--- src/rtl/scramble_count10.sv ---
module scramble_count10 #(
  parameter logic [3:0] INIT = 4'd0
) (
  input  logic       clk,
  input  logic       rst,
  input  logic       en,
  output logic       q1,
  output logic       q2,
  output logic       q3,
  output logic       q4,
  output logic [3:0] value
);

  logic [3:0] st;
  logic [3:0] nxt;

  always_comb begin
    case (st)
      4'd0:    nxt = 4'd7;
      4'd7:    nxt = 4'd6;
      4'd6:    nxt = 4'd13;
      4'd13:   nxt = 4'd12;
      4'd12:   nxt = 4'd5;
      4'd5:    nxt = 4'd4;
      4'd4:    nxt = 4'd3;
      4'd3:    nxt = 4'd2;
      4'd2:    nxt = 4'd1;
      4'd1:    nxt = 4'd0;
      default: nxt = 4'd0;
    endcase
  end

  always_ff @(posedge clk) begin
    if (rst)     st <= INIT;
    else if (en) st <= nxt;
  end

  assign q1    = st[0];
  assign q2    = st[1];
  assign q3    = st[2];
  assign q4    = st[3];
  assign value = {q4, q3, q2, q1};

endmodule

--- config.mk ---
export PLATFORM = sky130hd
export DESIGN_NAME = scramble_count10
export DESIGN_NICKNAME = d
export VERILOG_FILES = /design/src/rtl/scramble_count10.sv
export SDC_FILE = /design/constraint.sdc
export NUM_CORES = 1
export LEC_CHECK = 0
export BUFFER_PORTS_ARGS = -buffer_cell sky130_fd_sc_hd__buf_2
export CAP_MARGIN = 20
export CELL_PAD_IN_SITES_DETAIL_PLACEMENT = 2
export CELL_PAD_IN_SITES_GLOBAL_PLACEMENT = 2
export CORE_AREA = 4 4 41 43
export CTS_CLUSTER_DIAMETER = 30
export DETAILED_ROUTE_END_ITERATION = 16
export DIE_AREA = 0 0 45 47
export PLACE_DENSITY = 0.7
export SYNTH_ARGS = -nofsm -noshare
export SYNTH_HDL_FRONTEND = slang
export SYNTH_SLANG_ARGS = --single-unit
--- constraint.sdc ---
create_clock -name clk -period 3.81 [get_ports clk]
set_clock_uncertainty 0.15 [all_clocks]
set_input_delay 0 -clock clk [delete_from_list [all_inputs] [get_ports clk]]
set_output_delay 0 -clock clk [all_outputs]
set_load 0.02 [all_outputs]
==> qor.yml <==
viasPerCell: 4.649
place_inst: 52
first_pass_iters: 2
hold_viol_final: 0
rsz0062_at_grt: "no"
syn_nets: 38
cpPeakStageDelay_ns: 0.57
yosys-top-cells-count: "buf_4, dfxtp_1, ha_1"
outcome: "completed"
layout.cells.non_filler: 57
period_needed_ns: 1.920
routed_wl_um: 702
drive_gt1_frac: 0.3810
ant_nets: 0
cp_max_fo: 6
synth_seq_area_share: 0.2807
dieHeight_um: 47
cts.clk_slew.worst_paths_ns: 0.04
clk_path_buf_depth: 2
tightest_slew_ns: 0.2589
synth_top_family_by_area: "simple AND/OR/NAND/NOR gates"
dieArea_um2: 2115
cp-end-kind: "flip-flop"
grt_max_degree: 9
num-nets-final: 51
required_ns: 3.83
cts_setup_buffers: 0
powerDensity_nw_per_um2: 394.7
clock-sinks: 4
core_area_um2: 1301
gp_congestion: 0.6874
antenna_found_initial: 0
yosys.area_share.xor_xnor: 0
vias: 265
drc_errors: 0
cp_cell_sequence: "inv_1 > ha_1 > nand2_1 > o21ai_0 > a211oi_1 > dlygate4sd3_1"
muxShareOfSynthArea: 0
grt_first_pass_wirelength_mm: 1.138
grt_pass1_vias: 275
maxCapViolCount: 0
worstSkewPairLatency_ns: 0.23
drv_slew: 0
cp.arrival_ns: 1.94
cts_resized: 0
syn_inst: 31
fp.dieW_um: 45
synth-simple-area-share: 0.2193
yosys.area_share.adder: 0.1754
ir_drop_v: 0.0001935
synth-edff-count: 0
num_io_pins: 11
hpwl_um: 545.2
post-route-util: 0.2817
yosysTopAreaCellShare: 0.2807
drtIter0Drc: 2
grt.overflow.total: 0
avgSynthCellArea_um2: 9.202
fin_crit_sh: 0.5038
htreeDepth: 1
clock.fmax_ghz: 0.5209
start_util: 0.2192
fillerInstances: 162
cts_buffers: 3
syn2layout_area_growth_pct: 28.51
root_buffer: "clkbuf_4"
n_antenna_cell: 0
slowest_stage: "dlygate4sd3_1"
setup-violations-final: 0
startpoint_type: "flip-flop"
synth_area_um2: 285.3
worst_hold_path_type: "input port to flip-flop"
synthArstFlopShare: 0
setup_tns_ns: 0
synth_ff_type: "dfxtp_1"
hold_buffers: 2
synth.ff_latch_count: 4
slew_headroom: 0.8250
wl_per_cell_um: 12.32
rows: 13
tritoncts: "built"
largest_reg_flops: 4
synthTopCellsByArea: "dfxtp_1, ha_1, buf_4"
power.leakage_nw: 0.1798
portBuffers: 10
critical_path_class: "flip-flop to flip-flop"
synth_compound_area_frac: 0.1798
synth_cell_types: 17
grtUsageTotal: 0.08129
yosysWarnings: 0
synth_top_area_cell: "dfxtp_1"
## worst max-delay path, delay by kind of cell, from the launching register on
kind,cells,cell delay [ns]
AO/OA/AOI/OAI,2,0.31
adder cells (fa/ha/maj),1,0.23
buffers and inverters,2,0.68
flip-flops,1,0.40
AND/OR/NAND/NOR,1,0.08
## power breakdown
group	internal, mW	switching, mW	leakage (nW)
clock network	0.0351	0.0152	0.0138
registers	0.0459	0.00600	0.0330
logic	0.0182	0.0243	0.133
## cells in the final DEF, fill, tap and decap left out, drive strengths merged, types with 2 or more instances in the layout
cell type and n:
ha 4, clkbuf 3, nand2 2, buf 10, dlygate4sd3 2, dfxtp 4, nor2 3, inv 3
## worst paths after layout
kind	startpoint	endpoint	slack, ns	cells after the start
hold / removal	en	value[1]	0.007	3
hold reg to reg	value[0]	value[0]	0.46	2
setup reg to reg	value[0]	value[2]	1.89	6
setup / recovery	value[0]	value[2]	1.89	6
## per-layer routing
metal	vias to the layer above	routed length, um	track usage
li1	126	-	-
met1	128	283	0.07937
met2	11	348	0.1299
met3	0	71	0.06130
met4	0	0	0.03509
met5	-	0	0
## metrics by stage
step / hold WS, ns / total power, mW / area (um2) / worst slack (ns)
finish: 0.006638 / 0.1447 / 366.6 / 1.890
global route: 0.02482 / 0.1589 / 366.6 / 1.700
CTS: 0.002989 / 0.1491 / 366.6 / 1.882
detailed placement: 0.08825 / 0.09391 / 324.1 / 2.226
global placement: 0.08026 / 0.09187 / 324.1 / 2.281
floorplan: -0.08006 / 0.08340 / 285.3 / 2.227
## kinds of logic after synthesis
family	Yosys count
adders and majority gates	4
AOI/OAI and AO/OA	7
and+or+nand+nor	9
DFF	4
buffers and inverters	7
## final cells by class
cell class                 count  area [um2]  share of cell area
multi-input combinational     20       163.9              0.4471
sequential                     4       80.08              0.2184
clock buffer                   3       22.52             0.06143
inverter                       3       11.26             0.03072
tap                           15       18.77             0.05119
timing repair buffer          12       70.07              0.1911
No activity file was read; power rests on OpenSTA's default activity.
